## config.mk

```make
export PLATFORM = sky130hd
export DESIGN_NAME = stream_advance
export DESIGN_NICKNAME = d
export VERILOG_FILES = /design/src/rtl/stream_advance_pkg.sv /design/src/rtl/stream_advance_rst_sync.sv /design/src/rtl/stream_advance_cfg_bank.sv /design/src/rtl/stream_advance_tap.sv /design/src/rtl/stream_advance_ref.sv /design/src/rtl/stream_advance.sv
export SDC_FILE = /design/constraint.sdc
export NUM_CORES = 1
export LEC_CHECK = 0
export ABC_AREA = 1
export BUFFER_PORTS_ARGS = -buffer_cell sky130_fd_sc_hd__buf_2
export CAP_MARGIN = 20
export CORE_MARGIN = 5
export CORE_UTILIZATION = 55
export DETAILED_ROUTE_END_ITERATION = 12
export GPL_ROUTABILITY_DRIVEN = 0
export PLACE_DENSITY = 0.76
export REMOVE_ABC_BUFFERS = 1
export SLEW_MARGIN = 30
export SYNTH_ARGS = -nofsm -noshare
export SYNTH_HDL_FRONTEND = slang
export SYNTH_SLANG_ARGS = --single-unit
```

## constraint.sdc

```tcl
create_clock -name clk -period 2.09 [get_ports clk]
set_input_delay 0.418 -clock clk [delete_from_list [all_inputs] [get_ports clk]]
set_output_delay 0.418 -clock clk [all_outputs]
set_load 0.005 [all_outputs]
```

## src/rtl/stream_advance_pkg.sv

```systemverilog
package stream_advance_pkg;
  typedef enum logic {
    BANK_BACKPLANE = 1'b0,
    BANK_LOCAL     = 1'b1
  } adv_bank_e;
endpackage

```

## src/rtl/stream_advance_rst_sync.sv

```systemverilog
module stream_advance_rst_sync (
  input  logic clk,
  input  logic rst_n,
  output logic rst_ns
);
  logic [1:0] sync_q;
  logic [1:0] sync_d;

  always_comb begin
    sync_d = {sync_q[0], 1'b1};
  end

  always_ff @(posedge clk or negedge rst_n) begin
    if (!rst_n) sync_q <= '0;
    else        sync_q <= sync_d;
  end

  assign rst_ns = sync_q[1];
endmodule

```

## src/rtl/stream_advance_cfg_bank.sv

```systemverilog
// Pending/active setting pair for one bank of streams.
module stream_advance_cfg_bank #(
  parameter int N     = 4,
  parameter int ADV_W = 2,
  parameter int IDX_W = 2
) (
  input  logic                     clk,
  input  logic                     rst_ns,
  input  logic                     wr_en,
  input  logic [IDX_W-1:0]         wr_idx,
  input  logic [ADV_W-1:0]         wr_val,
  input  logic                     frame_i,
  output logic [N-1:0][ADV_W-1:0]  act_o
);
  logic [N-1:0][ADV_W-1:0] pend_q, pend_d;
  logic [N-1:0][ADV_W-1:0] act_q,  act_d;
  logic                    pend_en, act_en;

  assign pend_en = wr_en;
  assign act_en  = frame_i;

  always_comb begin
    pend_d = pend_q;
    for (int i = 0; i < N; i++) begin
      if (wr_idx == IDX_W'(i)) pend_d[i] = wr_val;
    end
    act_d = pend_q;
  end

  always_ff @(posedge clk or negedge rst_ns) begin
    if (!rst_ns) begin
      pend_q <= '0;
      act_q  <= '0;
    end else begin
      if (pend_en) pend_q <= pend_d;
      if (act_en)  act_q  <= act_d;
    end
  end

  assign act_o = act_q;
endmodule

```

## src/rtl/stream_advance_tap.sv

```systemverilog
// One stream: bit hold, history line and tap select.
module stream_advance_tap #(
  parameter int ADV_W = 2
) (
  input  logic             clk,
  input  logic             rst_ns,
  input  logic             bit_i,
  input  logic             data_i,
  input  logic [ADV_W-1:0] adv_i,
  output logic             ser_o
);
  localparam int MAX_ADV = (1 << ADV_W) - 1;
  localparam int NTAP    = MAX_ADV + 1;

  logic               cur_bit;
  logic [MAX_ADV:1]   line_q, line_d;
  logic [NTAP-1:0]    tap_w;
  logic [ADV_W-1:0]   tap_sel;
  logic               out_q, out_d;

  // bit that the nominal timeline carries from this edge on
  assign cur_bit = bit_i ? data_i : line_q[1];

  always_comb begin
    line_d[1] = cur_bit;
    for (int j = 2; j <= MAX_ADV; j++) line_d[j] = line_q[j-1];
  end

  always_comb begin
    tap_w[0] = cur_bit;
    for (int j = 1; j <= MAX_ADV; j++) tap_w[j] = line_q[j];
  end

  // larger advance -> younger history entry
  assign tap_sel = ADV_W'(MAX_ADV) - adv_i;
  assign out_d   = tap_w[tap_sel];

  always_ff @(posedge clk or negedge rst_ns) begin
    if (!rst_ns) begin
      line_q <= '0;
      out_q  <= 1'b0;
    end else begin
      line_q <= line_d;
      out_q  <= out_d;
    end
  end

  assign ser_o = out_q;
endmodule

```

## src/rtl/stream_advance_ref.sv

```systemverilog
// Reference timeline: frame and bit pulses delayed by DEPTH registers.
module stream_advance_ref #(
  parameter int DEPTH = 4
) (
  input  logic clk,
  input  logic rst_ns,
  input  logic frame_i,
  input  logic bit_i,
  output logic frame_o,
  output logic bit_o
);
  logic [DEPTH-1:0] fr_q, fr_d;
  logic [DEPTH-1:0] bt_q, bt_d;

  always_comb begin
    fr_d[0] = frame_i;
    bt_d[0] = bit_i;
    for (int k = 1; k < DEPTH; k++) begin
      fr_d[k] = fr_q[k-1];
      bt_d[k] = bt_q[k-1];
    end
  end

  always_ff @(posedge clk or negedge rst_ns) begin
    if (!rst_ns) begin
      fr_q <= '0;
      bt_q <= '0;
    end else begin
      fr_q <= fr_d;
      bt_q <= bt_d;
    end
  end

  assign frame_o = fr_q[DEPTH-1];
  assign bit_o   = bt_q[DEPTH-1];
endmodule

```

## src/rtl/stream_advance.sv

```systemverilog
module stream_advance
  import stream_advance_pkg::*;
#(
  parameter int NUM_BP = 4,
  parameter int NUM_LC = 2,
  parameter int ADV_W  = 2,
  localparam int MAXN  = (NUM_BP > NUM_LC) ? NUM_BP : NUM_LC,
  localparam int IDX_W = (MAXN > 1) ? $clog2(MAXN) : 1
) (
  input  logic              clk,
  input  logic              rst_n,
  input  logic              frame_i,
  input  logic              bit_i,
  input  logic [NUM_BP-1:0] bp_data_i,
  input  logic [NUM_LC-1:0] lc_data_i,
  input  logic              cfg_we,
  input  logic              cfg_bank,
  input  logic [IDX_W-1:0]  cfg_idx,
  input  logic [ADV_W-1:0]  cfg_adv,
  output logic              frame_o,
  output logic              bit_o,
  output logic [NUM_BP-1:0] bp_ser_o,
  output logic [NUM_LC-1:0] lc_ser_o
);
  localparam int MAX_ADV = (1 << ADV_W) - 1;

  logic                         rst_ns;
  logic                         bp_we, lc_we;
  logic [NUM_BP-1:0][ADV_W-1:0] bp_act;
  logic [NUM_LC-1:0][ADV_W-1:0] lc_act;

  stream_advance_rst_sync u_rst (
    .clk    (clk),
    .rst_n  (rst_n),
    .rst_ns (rst_ns)
  );

  assign bp_we = cfg_we && (cfg_bank == BANK_BACKPLANE);
  assign lc_we = cfg_we && (cfg_bank == BANK_LOCAL);

  stream_advance_cfg_bank #(.N(NUM_BP), .ADV_W(ADV_W), .IDX_W(IDX_W)) u_bp_bank (
    .clk     (clk),
    .rst_ns  (rst_ns),
    .wr_en   (bp_we),
    .wr_idx  (cfg_idx),
    .wr_val  (cfg_adv),
    .frame_i (frame_i),
    .act_o   (bp_act)
  );

  stream_advance_cfg_bank #(.N(NUM_LC), .ADV_W(ADV_W), .IDX_W(IDX_W)) u_lc_bank (
    .clk     (clk),
    .rst_ns  (rst_ns),
    .wr_en   (lc_we),
    .wr_idx  (cfg_idx),
    .wr_val  (cfg_adv),
    .frame_i (frame_i),
    .act_o   (lc_act)
  );

  stream_advance_ref #(.DEPTH(MAX_ADV + 1)) u_ref (
    .clk     (clk),
    .rst_ns  (rst_ns),
    .frame_i (frame_i),
    .bit_i   (bit_i),
    .frame_o (frame_o),
    .bit_o   (bit_o)
  );

  for (genvar s = 0; s < NUM_BP; s++) begin : g_bp
    stream_advance_tap #(.ADV_W(ADV_W)) u_tap (
      .clk    (clk),
      .rst_ns (rst_ns),
      .bit_i  (bit_i),
      .data_i (bp_data_i[s]),
      .adv_i  (bp_act[s]),
      .ser_o  (bp_ser_o[s])
    );
  end

  for (genvar s = 0; s < NUM_LC; s++) begin : g_lc
    stream_advance_tap #(.ADV_W(ADV_W)) u_tap (
      .clk    (clk),
      .rst_ns (rst_ns),
      .bit_i  (bit_i),
      .data_i (lc_data_i[s]),
      .adv_i  (lc_act[s]),
      .ser_o  (lc_ser_o[s])
    );
  end
endmodule

```

# [Word level (Yosys, flattened, before mapping)]
# Cells that the tools add are included.
[word_totals] out_inout_bits=8 rom_bits=0 latch_bits=0 mem_bits_rw=0 register_bits=58 mem_count=0
[op_classes] n_lt_le_gt_ge=6 add_sub_neg=6 n_reduce_logical=9 n_mul=0 n_div=0 n_eq_ne=3 bitwise=1 muxes=18 shift=0
[ops] op="2-bit by 3-bit < comparator with 1-bit output, second input constant" count=6
[ops] op="1-bit binary-select mux with 2-bit select" count=6
[ops] op="1-bit 2-to-1 mux" count=12
[ops] op="2-bit AND reduction" count=6
[ops] op="2-bit subtractor, first input constant" count=6
[ops] op="2-bit == test, second input constant" count=2
[ops] op="2-bit by 1-bit == test with 1-bit output, second input constant" count=1
[ops] op="1-bit logical AND" count=2
[ops] op="2-bit logical NOT" count=1
[ops] op="1-bit inverter" count=1

# [Longest topological paths before layout]
# Gate-level depths: netlist (run 1).
[depth] word_depth=3 ltp_mapped=6

# [Modules after synthesis]
# A second synthesis (run 1) with hierarchy kept.
[unflattened] cells_unflattened=240 area_unflattened_um2=2248.4
[by_module_without_submodules] mod="stream_advance_tap" cells_per_inst=19 area_per_inst_um2=160.2 instances=6 seq_area_each_um2=100.1
[by_module_without_submodules] mod="stream_advance_cfg_bank (u_bp_bank)" cells_per_inst=75 area_per_inst_um2=694.4 instances=1 seq_area_each_um2=400.4
[by_module_without_submodules] mod="stream_advance_cfg_bank (u_lc_bank)" cells_per_inst=36 area_per_inst_um2=321.6 instances=1 seq_area_each_um2=200.2
[by_module_without_submodules] mod="stream_advance_ref" cells_per_inst=8 area_per_inst_um2=200.2 instances=1 seq_area_each_um2=200.2
[by_module_without_submodules] mod="stream_advance_rst_sync" cells_per_inst=3 area_per_inst_um2=53.8 instances=1 seq_area_each_um2=50.0
[by_module_without_submodules] mod="stream_advance" cells_per_inst=4 area_per_inst_um2=17.5 instances=1 seq_area_each_um2=0.0

# [Least setup slack after synthesis (run 1)]
# No wires, ideal clock.
[synth_path] kind="input-to-reg" startpoint="input cfg_we" endpoint="register u_bp_bank.pend_q (netlist bit u_bp_bank.act_d[4])" stages=6 arrival_time_ps=850 required_time_ps=1974 setup_time_ps=116 setup_slack_ps=1124 n_path_buf=1 cell_sequence="inv_1 > nor2_2 > buf_4 > nand2_1 > nand2_1 > nand2_1"
[synth_via] elab_chain_len=2
[synth_lines] item="start, declared" line_no="stream_advance.sv:16" text="input logic cfg_we,"
[synth_lines] item="1-bit logical AND" line_no="stream_advance.sv:38" text="assign bp_we = cfg_we && (cfg_bank == BANK_BACKPLANE);"
[synth_lines] item="2-bit AND reduction (no line)"
[synth_lines] item="end signal, assigned" line_no="stream_advance_cfg_bank.sv:35" text="if (pend_en) pend_q <= pend_d;"
[synth_lines] item="end, declared" line_no="stream_advance_cfg_bank.sv:15" text="logic [N-1:0][ADV_W-1:0] pend_q, pend_d;"
# No other way between the ends.
# A chain may end at the register's enable or synchronous reset.

# [Final worst setup path (run 1)]
[layout_path] startpoint="register g_lc[1].u_tap.out_q" endpoint="output lc_ser_o[1]"
[layout_lines] item="start, declared" line_no="stream_advance_tap.sv:19" text="logic out_q, out_d;"
[layout_lines] item="start signal, assigned" line_no="stream_advance_tap.sv:44" text="out_q <= out_d;"
[layout_lines] item="end, declared" line_no="stream_advance.sv:23" text="output logic [NUM_LC-1:0] lc_ser_o"
# No word-level cell between the ends.

==> results of run 1 <==
power by group through the flow:
stage	clock network, W	logic, W	registers, W
2_1_floorplan	0	0.000183	0.00138
3_3_place_gp	0	0.000291	0.00139
3_5_place_dp	0	0.000303	0.00139
4_1_cts	0.000940	0.000306	0.00137
5_1_grt	0.00100	0.000357	0.00139
6_report	0.000921	0.000299	0.00137
per-stage QoR:
step / hold slack (ns) / cell area (µm²) / setup slack (ns) / cells
2_1_floorplan: 0.122 / 2130 / 0.356 / 221
3_3_place_gp: 0.204 / 2330 / 0.885 / 295
3_5_place_dp: 0.206 / 2330 / 0.844 / 295
4_1_cts: 0.289 / 2520 / 0.853 / 312
5_1_grt: 0.314 / 2520 / 0.823 / 312
6_report: 0.255 / 2520 / 0.872 / 312
kinds of logic after synthesis:
family / Yosys count
other cells: 1
buf+inv: 27
simple gates: 132
compound gates: 12
flops: 58
final timing paths:
check,start,to,slack [ns],cells past startpoint
setup reg to reg,u_bp_bank.act_o[4],g_bp[2].u_tap.ser_o,1.21,4
max in group asynchronous,u_rst.sync_q[1],g_bp[0].u_tap.line_q[1],1.28,1
hold / removal,u_rst.sync_q[1],u_ref.fr_q[3],0.26,0
min in group clk,bp_data_i[3],g_bp[3].u_tap.line_q[1],0.31,3
hold reg to reg,u_rst.sync_q[1],u_ref.fr_q[3],0.26,0
setup / recovery,g_lc[1].u_tap.ser_o,lc_ser_o[1],0.87,1
sequential cells by signal (all words and copies together) (netlist names):
register	flops
g_bp.u_tap.line_q	12
u_bp_bank.act_d	8
u_bp_bank.act_o	8
g_lc.u_tap.line_q	6
g_bp.u_tap.ser_o	4
u_lc_bank.act_d	4
u_lc_bank.act_o	4
u_ref.bt_q	4
u_ref.fr_q	4
g_lc.u_tap.ser_o	2
u_rst.sync_q	2
per-layer routing:
metal | wire [µm] | share of wire (%) | global-route usage [%]
met5 | 0 | 0 | 0
met4 | 49 | 1.4 | 6.76
met3 | 202 | 5.8 | 6.20
met2 | 1560 | 45 | 22.8
met1 | 1670 | 48 | 20.7
repair_timing:
item / 4_1_cts / 5_1_grt
gates resized for setup: 0 / 0
hold buffers: 1 / 0
endpoints found under the hold margin: 2 / 0
cell usage in the layout (no fill, tap or decap), types with 3 or more instances in the layout:
| cell type | count |
|---|---|
| sky130_fd_sc_hd__buf_2 | 23 |
| sky130_fd_sc_hd__clkbuf_8 | 12 |
| sky130_fd_sc_hd__dfrtp_1 | 57 |
| sky130_fd_sc_hd__inv_1 | 14 |
| sky130_fd_sc_hd__inv_2 | 3 |
| sky130_fd_sc_hd__nand2_1 | 80 |
| sky130_fd_sc_hd__nand3_1 | 18 |
| sky130_fd_sc_hd__nor2_1 | 24 |
| sky130_fd_sc_hd__nor2_2 | 3 |
| sky130_fd_sc_hd__o21ai_0 | 11 |
| sky130_fd_sc_hd__or2_1 | 6 |
cell type report:
class                      count  area, µm²
sequential                    58       1450
multi-input combinational    145        612
clock inverter                 2       10.0
fill                         327       1420
timing repair buffer          25        145
inverter                      18       67.6
clock buffer                  14        173
tap                           50       62.6
==> parameters.txt, run 1 <==
Parameter                              Value

Status
  Run status    complete, no violations

Pwr
  Total Power Consumption    around 0.0026 W
  Peak ir drop on the vdd network    roughly 0.52 mV
  Sw Share    between 20% and 30%
  Clock power frac    between 30% and 40%
  Static leakage    roughly 1.3 nW
  Power Dens Cells    between 1000 and 1500 nW/µm²
  Combinational group share of total power    about 12%
  Internal power consumption    about 0.0019 W
  Share of power burned in registers    52.9%
  Switching power of the nets    about 0.00065 W

Yosys
  Number of distinct standard cells referenced by the synthesized netlist    15
  Gate count of the mapped netlist    230
  Cell taking the most area after synthesis    sky130_fd_sc_hd__dfrtp_1
  Avg Inst Size Synth    approximately 9.5 µm²
  EDFF count, synth    0
  Share of the synthesized area in the top cell type    approximately two thirds
  Number of warnings issued by yosys    0
  Main area contributors after synthesis    sky130_fd_sc_hd__dfrtp_1 66%, sky130_fd_sc_hd__nand2_1 14%, sky130_fd_sc_hd__nand3_1 4.1%
  Adder-cell share of the synthesized area    0%
  Most frequent cell after synthesis    sky130_fd_sc_hd__nand2_1
  Register bit count reported by yosys    just under 60
  Synthesized-area fraction occupied by ao, oa, aoi and oai cells    2.74%
  Share of flip-flops with an asynchronous set or reset    between 90% and 100%
  Synthesized-area fraction occupied by and/or/nand/nor cells    roughly a quarter
  Post-synth design cell area    roughly 2200 µm²
  Sequential cell area fraction in the yosys report    about two thirds
  Mux cell area share after synthesis    0%
  Dominant combinational cell family by area after synthesis    simple AND/OR/NAND/NOR gates
  Xor/xnor cell area share of the yosys netlist    0%
  Most used standard cells in the synthesized netlist    80 x sky130_fd_sc_hd__nand2_1, 58 x sky130_fd_sc_hd__dfrtp_1, 24 x sky130_fd_sc_hd__nor2_1
  Primary flip-flop cell chosen by synthesis mapping    sky130_fd_sc_hd__dfrtp_1

Floorplanning
  Area of the die    5350 µm²
  Core area    3940 µm²
  Cell Rows    23
  Initial cell density of the core    about 56%
  Top-level I/O count    24
  Die extent in y    around 73 µm
  Die X-Extent    ~73 µm

Layout
  Number of nets in the finished design    between 200 and 300
  Number of diodes    0
  Area growth, synth to finish    15.0%
  Fraction of the core area covered by cells at the end of the flow    about 64%
  Fraction of layout instances using a drive strength above 1    between 10% and 20%

Timing
  Max Freq    a little over 0.8 GHz
  Final count of hold timing violations    0
  Final worst path period need    around 1.2 ns
  Setup repair after global routing missed its margin    false
  Clock Skew    0.00427 ns
  Total count of max-transition violations in the final report    0
  Setup-violating endpoint count in the final report    0
  Worst-case headroom to the max-slew limit    between 60% and 70%
  Transition time at the pin with the least slew margin    between 0.5 and 0.6 ns
  Sum of negative setup slack    0 ns
  Final period util    58.3%

Global routing
  Number of global-route vias before repair    roughly 1,500
  Largest net degree at the start of global routing    33
  Combined global-route utilization of all metal layers    15.7%
  Initial antenna violation count    0
  Total global routing overflow    0
  First-pass GRT wire length    slightly above 6000 µm

Clocking
  Number of buffers added by the clock tree synthesis step    9
  Insertion delay of the later-clocked pin in the worst-skew pair    between 0.3 and 0.4 ns
  Max clock buf depth    2
  Clock Pin Slew Worst Setup and Hold Paths    0.06 ns
  Clk Tree Root Cell    sky130_fd_sc_hd__clkbuf_8
  Num Clock Sinks    58
  H-tree Lvls    3
  Buffers inserted during post-CTS setup optimization    0
  TritonCTS clock tree    built

Critical path
  Slowest stage delay, CP    between 0.3 and 0.4 ns
  Required @ worst endpoint    ~1.7 ns
  Startpoint types    flop
  Classification of the worst setup path    flop to primary output
  Delay-heaviest family, CP    flip-flops
  CP Max Fanout    1
  Critical path arrival    around 0.80 ns
  Slowest cell on the critical path    sky130_fd_sc_hd__dfrtp_1
  CP endpoint kind    primary output
  Critical path cell sequence    buf_2
  Worst Path Buf+Inv    1

Run
  Number of maximum-capacitance violations    0

Placed design
  Half-perimeter wire length after detailed placement    ~2400 µm
  Port bufs    23

Routing
  Starting DRC count in detailed routing    70
  First-pass iteration count of the detailed router    4
  Routed Antenna Nets    0
  Total routed wirelength    between 3000 and 4000 µm
  Count of vias placed by the detailed router    1,479
  Number of vias per cell after detailed routing    roughly 4.7
  Routed wirelength normalized by instance count    approximately 11 µm
  Number of remaining DRC errors    0

Min path
  Path type of the worst min-delay path    flop to asynchronous set/reset pin
Power figures use the tool's default switching activity.
==> inputs of run 2 (changes only) <==
--- a/config.mk
+++ b/config.mk
@@ -5,7 +5,7 @@
 export SDC_FILE = /design/constraint.sdc
 export NUM_CORES = 1
 export LEC_CHECK = 0
-export ABC_AREA = 1
+export ABC_AREA = 0
 export BUFFER_PORTS_ARGS = -buffer_cell sky130_fd_sc_hd__buf_2
 export CAP_MARGIN = 20
 export CORE_MARGIN = 5
==> constraint.sdc (replaced) <==
create_clock -name clk -period 1.2 [get_ports clk]
set_input_delay 0.24 -clock clk [delete_from_list [all_inputs] [get_ports clk]]
set_output_delay 0.24 -clock clk [all_outputs]
set_load 0.005 [all_outputs]
==> parameters.txt, run 2 <==
Parameter                              Value

Placed design
  Post-Place Worst Slack    -0.241 ns (-1.09 ns)
  Port bufs    23 (unchanged)
  Placed cell areas    2230 µm² (-4.1%)
  Half-perimeter wire length after detailed placement    2000 µm (-16%)

Routing
  Starting DRC count in detailed routing    59 (-16%)
  Routed Antenna Nets    0 (unchanged)
  Number of remaining DRC errors    0 (unchanged)
  First-pass iteration count of the detailed router    2 (-2)
  Total routed wirelength    3080 µm (-12%)
  Routed wirelength normalized by instance count    15.3 µm (+37%)
  Number of vias per cell after detailed routing    5.14 (+8.4%)
  Count of vias placed by the detailed router    1,033 (-30%)

Pwr
  Share of power burned in registers    55.5% (+2.6 points)
  Combinational group share of total power    14.0% (+2.5 points)
  Power Dens Cells    1810 nW/µm² (+76%)
  Peak ir drop on the vdd network    0.981 mV (+87%)
  Clock power frac    30.5% (-5.1 points)
  Static leakage    1.13 nW (-13%)
  Sw Share    22.5% (-2.8 points)
  Internal power consumption    0.00345 W (+78%)
  Total Power Consumption    0.00445 W (+72%)
  Switching power of the nets    0.00100 W (+53%)

Clocking
  Count of instances resized after the clock tree is built    0 (unchanged)
  Max clock buf depth    2 (unchanged)
  Clock Pin Slew Worst Setup and Hold Paths    0.06 ns (about the same)
  Insertion delay of the later-clocked pin in the worst-skew pair    0.32 ns (about the same)
  H-tree Lvls    3 (unchanged)
  TritonCTS clock tree    built
  Num Clock Sinks    58 (unchanged)
  Clk Tree Root Cell    sky130_fd_sc_hd__clkbuf_8
  Number of buffers added by the clock tree synthesis step    9 (unchanged)

Yosys
  Share of flip-flops with an asynchronous set or reset    100% (unchanged)
  Most used standard cells in the synthesized netlist    58 x sky130_fd_sc_hd__dfrtp_1, 24 x sky130_fd_sc_hd__mux2_2, 6 x sky130_fd_sc_hd__buf_4, 6 x sky130_fd_sc_hd__mux2_4, 6 x sky130_fd_sc_hd__mux4_2
  Gate count of the mapped netlist    109 (-53%)
  Register bit count reported by yosys    58 (unchanged)
  Most frequent cell after synthesis    sky130_fd_sc_hd__dfrtp_1
  Primary flip-flop cell chosen by synthesis mapping    sky130_fd_sc_hd__dfrtp_1
  Post-synth design cell area    2080 µm² (-5.4%)
  Share of the synthesized area in the top cell type    69.9% (+3.7 points)
  Main area contributors after synthesis    sky130_fd_sc_hd__dfrtp_1 70%, sky130_fd_sc_hd__mux2_2 13%, sky130_fd_sc_hd__mux4_2 6.5%
  Number of distinct standard cells referenced by the synthesized netlist    11 (-4)
  Number of warnings issued by yosys    0 (unchanged)
  Sequential cell area fraction in the yosys report    69.9% (+3.7 points)
  Avg Inst Size Synth    19.0 µm² (+100%)
  Cell taking the most area after synthesis    sky130_fd_sc_hd__dfrtp_1
  EDFF count, synth    0 (unchanged)

Layout
  Fraction of the core area covered by cells at the end of the flow    67.3% (+3.3 points)
  Number of diodes    0 (unchanged)
  Number of nets in the finished design    166 (-39%)
  Area growth, synth to finish    18.6%
  Fraction of layout instances using a drive strength above 1    56.9% (+39 points)
  Leading cell type in the layout, fill and taps excluded    sky130_fd_sc_hd__dfrtp_1
  Commonest non-fill, non-tap cells in the layout    57 x sky130_fd_sc_hd__dfrtp_1, 24 x sky130_fd_sc_hd__mux2_2, 23 x sky130_fd_sc_hd__buf_2, 13 x sky130_fd_sc_hd__buf_4, 9 x sky130_fd_sc_hd__clkbuf_8
  Flip-flop count of the largest register, all copies and words added    12 (unchanged)
  Final design area excluding fillers    2460 µm² (-2.4%)
  Most flops, register    g_bp.u_tap.line_q

Critical path
  Register-to-register setup slack    -0.07 ns (-1.28 ns)
  CP endpoint kind    flop
  Worst Path Buf+Inv    0 (-1)
  Slowest cell on the critical path    sky130_fd_sc_hd__mux4_2
  Delay-heaviest family, CP    multiplexers
  Classification of the worst setup path    flop to flop
  Required @ worst endpoint    1.38 ns (-0.29 ns)
  Endpoint of the most critical register-to-register path    g_bp[1].u_tap.ser_o
  Startpoint types    flop
  Number of cell instances on the worst register-to-register path    2 (-2)
  Beginning of the worst register-to-register path    g_bp[1].u_tap.line_q[1]
  CP Max Fanout    2 (+1)
  Critical path arrival    1.45 ns (+0.65 ns)
  Slowest stage delay, CP    0.47 ns (+0.11 ns)
  Critical path cell sequence    mux2_4, mux4_2

Floorplanning
  Initial cell density of the core    56.7% (+1.1 points)
  Area of the die    5100 µm² (-4.6%)
  Cell Rows    22 (-4.3%)
  Die X-Extent    71.4 µm (-2.3%)
  Core area    3660 µm² (-7.1%)
  Die extent in y    71.4 µm (-2.3%)
  Top-level I/O count    24 (unchanged)

Min path
  End point of the worst hold path    g_bp[3].u_tap.line_q[1]
  Worst Min Path Start    bp_data_i[3]
  Path type of the worst min-delay path    primary input to flop
  Number of stages on the worst hold path    2

Timing
  Max Freq    between 0.7 and 0.8 GHz
  Total count of max-transition violations in the final report    0 (unchanged)
  Final worst path period need    between 1 and 1.5 ns
  Setup repair after global routing missed its margin    true
  Final period util    106%
  Final count of hold timing violations    0 (unchanged)
  Final worst-path setup slack    -0.0670 ns (-0.939 ns)
  Setup-violating endpoint count in the final report    6 (+6)
  Clock Skew    0.00436 ns (+0.0000865 ns)

Global routing
  First-pass GRT wire length    5220 µm (-14%)
  Total global routing overflow    0 (unchanged)
  Largest net degree at the start of global routing    57 (+73%)
  Number of global-route vias before repair    1,110 (-24%)
  Initial antenna violation count    0 (unchanged)
  Combined global-route utilization of all metal layers    13.8% (-1.8 points)

Status
  Run status    finished with violations
  Violations in the final reports    negative setup slack

Run
  Number of maximum-capacitance violations    0 (unchanged)
run 2: cell count changes in the layout (fill, tap and decap cells not counted), sizes merged, moves of 12 or more:
cell | previous run | this run
buf | 24 | 37
o21ai | 12 | 0
nand2 | 80 | 0
nand3 | 18 | 0
inv | 17 | 0
mux2 | 0 | 30
nor2 | 28 | 0
run 2: metal layers:
layer	routed length, µm	GRT usage (%)	vias to the layer above
li1	-	-	464
met1	1340	17.8	541
met2	1510	20.6	23
met3	181	5.33	5
met4	46	6.89	0
met5	0	0	-
run 2: worst max-delay path by stage:
| stage | cells past startpoint | to | start |
|---|---|---|---|
| 6_report | 2 | g_bp[1].u_tap.ser_o | g_bp[1].u_tap.line_q[1] |
| 5_1_grt | 2 | g_bp[3].u_tap.ser_o | g_bp[3].u_tap.line_q[1] |
| 4_1_cts | 2 | g_lc[1].u_tap.ser_o | g_lc[1].u_tap.line_q[1] |
| 3_5_place_dp | 3 | g_lc[1].u_tap.ser_o | bit_i |
| 3_3_place_gp | 3 | g_bp[2].u_tap.ser_o | bit_i |
| 2_1_floorplan | 0 | g_bp[0].u_tap.line_q[1] | u_rst.sync_q[1] |
run 2: area by class of cell:
class / instances / area [µm²]
sequential: 58 / 1450
fill: 255 / 1200
timing repair buffer: 38 / 243
clock inverter: 1 / 5.00
tap: 48 / 60.1
multi-input combinational: 43 / 563
clock buffer: 13 / 139
run 2: power groups by stage:
stage               logic [W]  registers, W  clock network [W]
global route         0.000682       0.00252            0.00152
CTS                  0.000619       0.00248            0.00139
detailed placement   0.000580       0.00251                  0
floorplan            0.000353       0.00250                  0
finish               0.000625       0.00247            0.00136
global placement     0.000551       0.00249                  0
run 2: through the flow:
step	TNS [ns]	hold slack (ns)	instances
after floorplan	-29.98	-0.0556	101
after detailed placement	-1.59	0.0300	176
final	-0.308	0.163	201
after CTS	-0.278	0.152	198
after global placement	-1.46	0.0243	176
after global routing	-0.513	0.160	201
run 2: worst reg2reg max path: cells and delay by family (launching register included):
family	cells	cell delay, ns
muxes	2	0.75
DFF	1	0.39
run 2: cells by family (layout without fill, tap and decap cells):
family        after synthesis  count (layout)  synth area share [%]
buf+inv                     8              52                  2.95
flops                      58              58                  69.9
mux                        36              36                  23.9
other cells                 1               1                 0.181
simple gates                6               6                  3.07
run 2: repair_timing:
| action | in CTS | in global routing |
|---|---|---|
| setup buffers | 7 | 3 |
| hold buffers | 1 | 0 |
| endpoints found under the hold margin | 2 | 0 |
| endpoints found under the setup margin | 6 | 6 |
